File: src/rtl/sumchk_pkg.sv
package sumchk_pkg;

    localparam int DIGIT_W = 4;

    typedef logic [DIGIT_W-1:0] nib_t;

    // generate / alive pair of one radix-16 digit position
    typedef struct packed {
        logic gen;
        logic alive;
    } gp_t;

    // bias the second operand digit before the digit-pair sum
    function automatic nib_t bias_digit(nib_t y, logic sub, logic dec);
        nib_t r;
        if (sub)
            r = ~y;
        else if (dec)
            r = y + nib_t'(6);
        else
            r = y;
        return r;
    endfunction

    function automatic gp_t pair_flags(nib_t x, nib_t yb);
        logic [DIGIT_W:0] t;
        gp_t r;
        t = {1'b0, x} + {1'b0, yb};
        r.gen   = (t >= 5'd16);
        r.alive = (t >= 5'd15);
        return r;
    endfunction

    // combine a more significant group (hi) with a less significant one (lo)
    function automatic gp_t gp_merge(gp_t hi, gp_t lo);
        gp_t r;
        r.gen   = hi.gen | (hi.alive & lo.gen);
        r.alive = hi.alive & lo.alive;
        return r;
    endfunction

endpackage

File: src/rtl/sumchk_digit_adjust.sv
module sumchk_digit_adjust
    import sumchk_pkg::*;
#(
    parameter int P = 16,
    localparam int W = P * DIGIT_W
) (
    input  logic [W-1:0]  opb_bias,
    input  gp_t  [P-1:0]  flags,
    input  logic [P-1:0]  carry,
    input  logic [W-1:0]  sum_in,
    input  logic          dec,
    output logic [W-1:0]  opb_final,
    output logic [W-1:0]  sum_addend
);

    for (genvar i = 0; i < P; i++) begin : g_dig
        nib_t yb;
        nib_t sd;
        nib_t sd_adj;
        logic nine_pos;

        assign yb = opb_bias[i*DIGIT_W +: DIGIT_W];
        assign sd = sum_in[i*DIGIT_W +: DIGIT_W];
        // pair sums to exactly nine in decimal mode
        assign nine_pos = dec & flags[i].alive & ~flags[i].gen;

        always_comb begin
            if (dec && !flags[i].alive)
                opb_final[i*DIGIT_W +: DIGIT_W] = yb - nib_t'(6);
            else
                opb_final[i*DIGIT_W +: DIGIT_W] = yb;

            // with no carry in, the expected digit 9 is moved onto 15
            if (nine_pos && !carry[i])
                sd_adj = sd + nib_t'(6);
            else
                sd_adj = sd;
        end

        assign sum_addend[i*DIGIT_W +: DIGIT_W] = ~sd_adj;
    end

endmodule

File: config.mk
export PLATFORM = sky130hd
export DESIGN_NAME = sumchk_digit_adjust
export DESIGN_NICKNAME = d
export VERILOG_FILES = /design/src/rtl/sumchk_pkg.sv /design/src/rtl/sumchk_digit_adjust.sv
export SDC_FILE = /design/constraint.sdc
export NUM_CORES = 1
export LEC_CHECK = 0
export ABC_AREA = 1
export BUFFER_PORTS_ARGS = -buffer_cell sky130_fd_sc_hd__buf_2
export CORE_AREA = 4 4 116 118
export DETAILED_ROUTE_END_ITERATION = 10
export DIE_AREA = 0 0 120 122
export SETUP_SLACK_MARGIN = 0.15
export SLEW_MARGIN = 5
export SYNTH_ARGS = -nofsm -noshare
export SYNTH_HDL_FRONTEND = slang
export SYNTH_SLANG_ARGS = --single-unit
File: constraint.sdc
create_clock -name vclk -period 0.9
set_input_delay 0.135 -clock vclk [all_inputs]
set_output_delay 0.135 -clock vclk [all_outputs]
set_load 0.005 [all_outputs]
==> impl_results.rst, run 1 <==
.. list-table::
   :header-rows: 1

   * - Metric
     - Value
   * - Startpoint class of the critical path
     - input port
   * - Total instance count after detailed placement
     - between 1000 and 1500
   * - Width of the die
     - roughly 120 um
   * - Capturing element type of the critical path
     - output port
   * - Most frequent cell after synthesis
     - nand2_1
   * - Startpoint of the worst setup timing path
     - dec
   * - Final ANT Viol Nets
     - 0
   * - Required time reported for the critical path endpoint
     - 760 ps
   * - Hold Violations, Final
     - 0
   * - CTS hold repair buffers
     - 0
   * - Number of input and output port buffers inserted
     - 273
   * - Class of the most critical setup path
     - in -> out
   * - Worst EP arrival
     - 840 ps
   * - Chip height
     - around 120 um
   * - Post-synth top cells
     - nand2_1 (325), inv_1 (166), nor2_1 (41)
   * - Gate power share
     - between 90% and 100%
   * - HP Class
     - in -> out
   * - Total setup violations reported at the end of the flow
     - 54
   * - Area occupied by multi-input gates
     - roughly 3200 um^2
   * - Clock buffer count in the final layout
     - 0
   * - Cell area after synthesis
     - between 3000 and 4000 um^2
   * - Overflow after GRT
     - 0
   * - Fraction of synthesized area in multiplexers
     - 0%
   * - Fin cells
     - between 1000 and 1500
   * - Initial Utilization
     - roughly a quarter
   * - Routed via count
     - 4596
   * - Final worst path period share
     - 109%
   * - Share of total power consumed by net switching
     - 49.5%
   * - Failing checks
     - setup timing
   * - Pwr per Cell Area
     - 448 nW/um^2
   * - Via count of the first global-routing pass
     - 4156
   * - Setup repair after global routing missed its margin
     - true
   * - Max-slew violation count
     - 0
   * - Leading post-synthesis cells by cell area
     - nand2_1 (40%), inv_1 (20%), ha_1 (13%), nand3_1 (5.2%), nor2_1 (5.0%)
   * - Max-cap viol count
     - 0
   * - Crit-path cells
     - buf_12 > buf_12 > buf_6 > nand2_4 > xnor2_2 > buf_2
   * - Total global routing track utilization
     - between 10% and 20%
   * - Worst vdd rail ir drop
     - 0.000210 V
   * - NetSw
     - around 1.4 mW
   * - Sum of negative setup slack
     - -1790 ps
   * - Post-route DRC
     - 0
   * - Final weighted congestion of routability-driven global placement
     - between 0.8 and 0.9
   * - Upper clock frequency limit
     - roughly 1.0 GHz
   * - Standby leakage power
     - around 3.8 nW
   * - Portion of total power attributed to sequential cells
     - 0%
   * - Max FO, Critical Path
     - 7
   * - Layout-stage area growth over the synthesis result
     - 101%
   * - HPWL after detailed placement
     - between 10000 and 15000 um
   * - N_diodes
     - 0
   * - Drt via density
     - between 4 and 5
   * - Final wirelength
     - 12900 um
   * - Simple-gate area share of the yosys netlist
     - 55.5%
   * - First-pass iteration count of the detailed router
     - 4
   * - Area of the placeable core
     - 12500 um^2
   * - Result of the run
     - complete, but fails checks
   * - Fin crit period
     - approximately 980 ps
   * - Overall die area
     - between 10000 and 15000 um^2
   * - Synth area leader
     - nand2_1
   * - Hold Crit Start
     - opb_bias[40]
   * - Power, Total
     - roughly 2.8 mW
   * - Worst Max-Slew Pin Slew
     - between 200 and 300 ps
   * - Count of yosys warnings during synthesis
     - 0
   * - Slack of the critical path
     - -78.1 ps
   * - Mapped Avg Cell Area
     - about 4.6 um^2
   * - Detailed-route wire length per cell
     - ~12 um
   * - Core Rows
     - 41
   * - Compound-cell area share of the yosys netlist
     - 0%
   * - First-pass GRT wire length
     - 19200 um
   * - Critical Path Slowest Stage Cell
     - buf_12
   * - Register area share after synthesis
     - 0%
   * - Relative contribution of the clock network to total power
     - 0%
   * - Count of cell types in the netlist
     - 12
   * - Xor/xnor share of the synthesized area
     - under 10%
   * - # fillers
     - about 1300
   * - Number of nets in the final layout
     - roughly 1200
   * - Largest net degree at the start of global routing
     - 10
   * - Antenna violations before repair
     - 0
   * - Dominant combinational cell family by area after synthesis
     - simple AND/OR/NAND/NOR gates
   * - Area share of the largest cell type after synthesis
     - between 30 and 40%
   * - Sequential cells
     - 0
   * - Slew HR
     - slightly above 80%
   * - Adder and majority cell fraction of the synthesized area
     - between 10% and 20%
   * - Post-synthesis instance total
     - 666
   * - Post-synthesis net count
     - between 800 and 900
   * - Design internal power
     - around 1.4 mW
   * - Boundary Pins
     - 305
   * - Most frequent CP cell
     - buf_12
   * - Worst-case setup slack after placement
     - -318 ps
   * - Fraction of final layout cells with drive strength greater than 1
     - between 50% and 60%
   * - Initial DRC Count
     - slightly above 90
   * - Delay of the slowest cell on the worst path
     - ~150 ps
   * - Flip-flop and latch area
     - 0 um^2
==> placed cells by master, fill, tap and decap left out <==
| master | count |
|---|---|
| xnor2_1 | 5 |
| nand3_1 | 28 |
| inv_1 | 102 |
| buf_4 | 25 |
| nand3_2 | 4 |
| buf_2 | 227 |
| nand2_4 | 25 |
| buf_8 | 13 |
| buf_6 | 35 |
| nor2_1 | 16 |
| inv_4 | 26 |
| inv_2 | 44 |
| nand2_1 | 258 |
| inv_6 | 3 |
| xnor2_2 | 11 |
| nor2_2 | 20 |
| nand2_8 | 8 |
| ha_4 | 29 |
| nor2_4 | 5 |
| nand2_2 | 50 |
| nand3b_1 | 9 |
| buf_12 | 3 |
| buf_16 | 2 |
| ha_1 | 3 |
==> area by class of cell <==
class                           instances  area share (%)
Timing Repair Buffer                  305            32.8
Tap cell                              172            3.48
Inverter                              175            11.9
Multi-Input combinational cell        471            51.8
==> timing repair <==
action | CTS | global route
pin swaps | 79 | 74
setup buffers | 1 | 7
setup endpoints to repair | 96 | 96
gates resized for setup | 226 | 139
cloned | 2 | 0
==> stage by stage <==
step / area [um^2] / hold slack [ps] / utilization (%)
final: 6180 / 270 / 49.6
after floorplan: 3120 / 297 / -
after global placement: 4690 / 270 / 37.6
after global routing: 6180 / 270 / 49.6
after CTS: 5640 / 270 / 45.2
after detailed placement: 4690 / 270 / 37.6
==> worst max-delay path: cells and delay by family <==
kind	cells	cell delay, ps
buffers and inverters	4	520
xor gates and xnor gates	1	110
and+or+nand+nor	1	70
==> cells by family after synthesis <==
logic type                 count (synthesis)
adders and majority gates                 32
xor gates and xnor gates                  16
and+or+nand+nor                          423
buffers and inverters                    195
==> layer usage <==
layer / vias to the layer above / track usage [%] / part of all wire [%]
met4: 0 / 1.29 / 0.99
met3: 12 / 2.37 / 6.9
met1: 1963 / 18.2 / 38
met5: - / 0 / 0
met2: 157 / 30.3 / 54
li1: 2464 / - / -
==> power by group through the flow <==
stage	logic [mW]	registers [mW]	clock network, mW
6_report	2.77	0	0
5_1_grt	3.09	0	0
4_1_cts	2.47	0	0
3_5_place_dp	2.00	0	0
3_3_place_gp	1.99	0	0
2_1_floorplan	1.03	0	0
==> path summary, 6_finish.rpt <==
kind  depth (start not counted)  slack (ps)            end
max                           6         -80   opb_final[5]
min                           0         270  opb_final[40]
Power figures use the tool's default switching activity.
==> run 2: changes to the inputs <==
- CELL_PAD_IN_SITES_DETAIL_PLACEMENT: default -> 0
- CELL_PAD_IN_SITES_GLOBAL_PLACEMENT: default -> 2
- CORE_AREA: 4 4 116 118 -> default
- CORE_MARGIN: default -> 4
- CORE_UTILIZATION: default -> 14
- DIE_AREA: 0 0 120 122 -> default
- PLACE_DENSITY_LB_ADDON: default -> 0.1
==> run 2 against run 1 <==
Compared with the run above: critical path depth rose by 2; fmax fell by 1.0%; critical endpoint is now sum_addend[30]; die area rose by 66%; via count fell by 2.2%; largest power group unchanged; sequential cell count did not move; total power fell by 4.9%; the run still ends with setup timing left; worst setup slack got worse by 10 ps; count of clock-buffer cells in the layout did not move; combinational power fell by 5%; hold slack did not move; global-route usage fell by 5.6 points; largest cell class unchanged; core utilization fell by 21 points.
==> impl_results.rst, run 2 (synthesized netlist as in run 1, its figures left out) <==
.. list-table::
   :header-rows: 1

   * - Metric
     - Value
   * - Width of the die
     - 156 um (+30%)
   * - Class of the most critical setup path
     - in -> out
   * - Boundary Pins
     - 305 (unchanged)
   * - Flip-flop and latch area
     - 0 um^2 (unchanged)
   * - Slew HR
     - 78.9% (-1.6 points)
   * - Worst vdd rail ir drop
     - 0.000173 V (-17%)
   * - Critical Path Slowest Stage Cell
     - buf_12
   * - HPWL after detailed placement
     - 12100 um (+16%)
   * - Chip height
     - 156 um (+28%)
   * - Final weighted congestion of routability-driven global placement
     - 0.761 (-7.2%)
   * - Startpoint class of the critical path
     - input port
   * - Layout-stage area growth over the synthesis result
     - 98.7%
   * - Fin crit period
     - 988 ps (+10.2 ps)
   * - Failing checks
     - setup timing
   * - N_diodes
     - 0 (unchanged)
   * - Most common cell after layout, fill and taps aside
     - nand2_1
   * - Number of buffers inserted by post-CTS setup repair
     - 0 (-1)
   * - HP Class
     - in -> out
   * - Hold Violations, Final
     - 0 (unchanged)
   * - Final wirelength
     - 13400 um (+4.0%)
   * - Routed via count
     - 4495 (-2.2%)
   * - Drt via density
     - 3.66 (-10%)
   * - Overflow after GRT
     - 0 (unchanged)
   * - Crit-path cells
     - buf_16 > buf_12 > nand2_4 > inv_4 > nand2_4 > nand2_2 > nand2_2 > buf_6
   * - CTS hold repair buffers
     - 0 (unchanged)
   * - Sequential cells
     - 0 (unchanged)
   * - Standby leakage power
     - 3.82 nW (-0.84%)
   * - Capturing element type of the critical path
     - output port
   * - Final ANT Viol Nets
     - 0 (unchanged)
   * - Final worst path period share
     - 110% (+1.1 points)
   * - Largest net degree at the start of global routing
     - 10 (unchanged)
   * - Upper clock frequency limit
     - 1.01 GHz (-1.0%)
   * - Detailed-route wire length per cell
     - 11.0 um (-4.8%)
   * - Delay of the slowest cell on the worst path
     - 150 ps (about the same)
   * - First-pass iteration count of the detailed router
     - 4 (unchanged)
   * - Post-route DRC
     - 0 (unchanged)
   * - Number of cells on the worst hold path
     - 0 (unchanged)
   * - Worst hold endpoint
     - opb_final[28]
   * - Worst Max-Slew Pin Slew
     - 316 ps (+23.2 ps)
   * - Critical path's top delay family
     - buffers and inverters
   * - Result of the run
     - complete, but fails checks
   * - Number of nets in the final layout
     - 1163 (+0.086%)
   * - Most frequent cells in the layout
     - nand2_1 (255), buf_2 (249), inv_1 (115), nand2_2 (50), inv_2 (35)
   * - Sum of negative setup slack
     - -3270 ps (-1480 ps)
   * - Number of input and output port buffers inserted
     - 273 (unchanged)
   * - Count of buffer and inverter cells on the critical path
     - 4 (unchanged)
   * - Fraction of final layout cells with drive strength greater than 1
     - 54.7% (-1.0 points)
   * - Initial DRC Count
     - 81 (-12%)
   * - Hold Crit Start
     - opb_bias[28]
   * - Pwr per Cell Area
     - 432 nW/um^2 (-3.6%)
   * - Max-slew violation count
     - 0 (unchanged)
   * - First-pass GRT wire length
     - 20200 um (+5.4%)
   * - Required time reported for the critical path endpoint
     - 760 ps (about the same)
   * - Setup repair after global routing missed its margin
     - true
   * - Max-cap viol count
     - 0 (unchanged)
   * - Overall die area
     - 24300 um^2 (+66%)
   * - # fillers
     - 2503 (+98%)
   * - Slack of the critical path
     - -88.4 ps (-10.2 ps)
   * - Area of the placeable core
     - 21300 um^2 (+71%)
   * - Max FO, Critical Path
     - 7 (unchanged)
   * - Area occupied by multi-input gates
     - 3180 um^2 (-0.51%)
   * - Total setup violations reported at the end of the flow
     - 69 (+28%)
   * - Worst EP arrival
     - 850 ps (about the same)
   * - Clock buffer count in the final layout
     - 0 (unchanged)
   * - Via count of the first global-routing pass
     - 4256 (+2.4%)
   * - Initial Utilization
     - 14.4% (-10 points)
   * - Core Rows
     - 53 (+29%)
   * - Antenna violations before repair
     - 1 (+1)
   * - Post-layout util
     - 28.6% (-21 points)
   * - Total global routing track utilization
     - 9.80% (-5.6 points)
==> run 2: cell types whose count changed in the layout (fill, tap and decap cells not counted), sizes merged <==
cell / delta
buf: +1
==> run 2: stage by stage <==
step / hold slack (ps) / cell area, um^2 / instances / setup WS, ps / total power, mW
5_1_grt: 270 / 6100 / 1227 / -137 / 2.98
3_3_place_gp: 270 / 4900 / 1227 / -329 / 2.11
4_1_cts: 270 / 5350 / 1227 / -81.2 / 2.30
6_report: 270 / 6100 / 1227 / -88.4 / 2.63
3_5_place_dp: 270 / 4900 / 1227 / -300 / 2.07
2_1_floorplan: 297 / 3120 / 666 / 111 / 1.03
==> run 2: worst max path at each step <==
| stage | slack, ps | endpoint | start | cells after the start |
|---|---|---|---|---|
| detailed placement | -300 | opb_final[47] | dec | 7 |
| global route | -140 | sum_addend[63] | dec | 8 |
| floorplan | 110 | sum_addend[11] | dec | 7 |
| finish | -90 | sum_addend[30] | dec | 8 |
| CTS | -80 | sum_addend[34] | dec | 8 |
| global placement | -330 | opb_final[23] | dec | 7 |
==> run 2: layout make-up <==
| type | count | share of cell area, % |
|---|---|---|
| inverters | 175 | 12.0 |
| repair buffers | 306 | 30.2 |
| well taps | 275 | 5.64 |
| multi-input cells | 471 | 52.2 |
==> run 2: where the power goes <==
| part | total (mW) | switching, mW | internal (mW) |
|---|---|---|---|
| Sequential | 0 | 0 | 0 |
| Clock | 0 | 0 | 0 |
| Combinational | 2.63 | 1.35 | 1.29 |
| Total | 2.63 | 1.35 | 1.29 |
==> run 2: layer usage <==
layer	global-route usage (%)	wire, um
met3	1.80	1050
met1	11.9	5320
met2	18.6	6910
met4	0.834	139
met5	0	20
==> run 2: repair_timing <==
action | in CTS | in global routing
endpoints found under the setup margin | 96 | 96
pin swaps | 38 | 57
gates resized for setup | 128 | 192
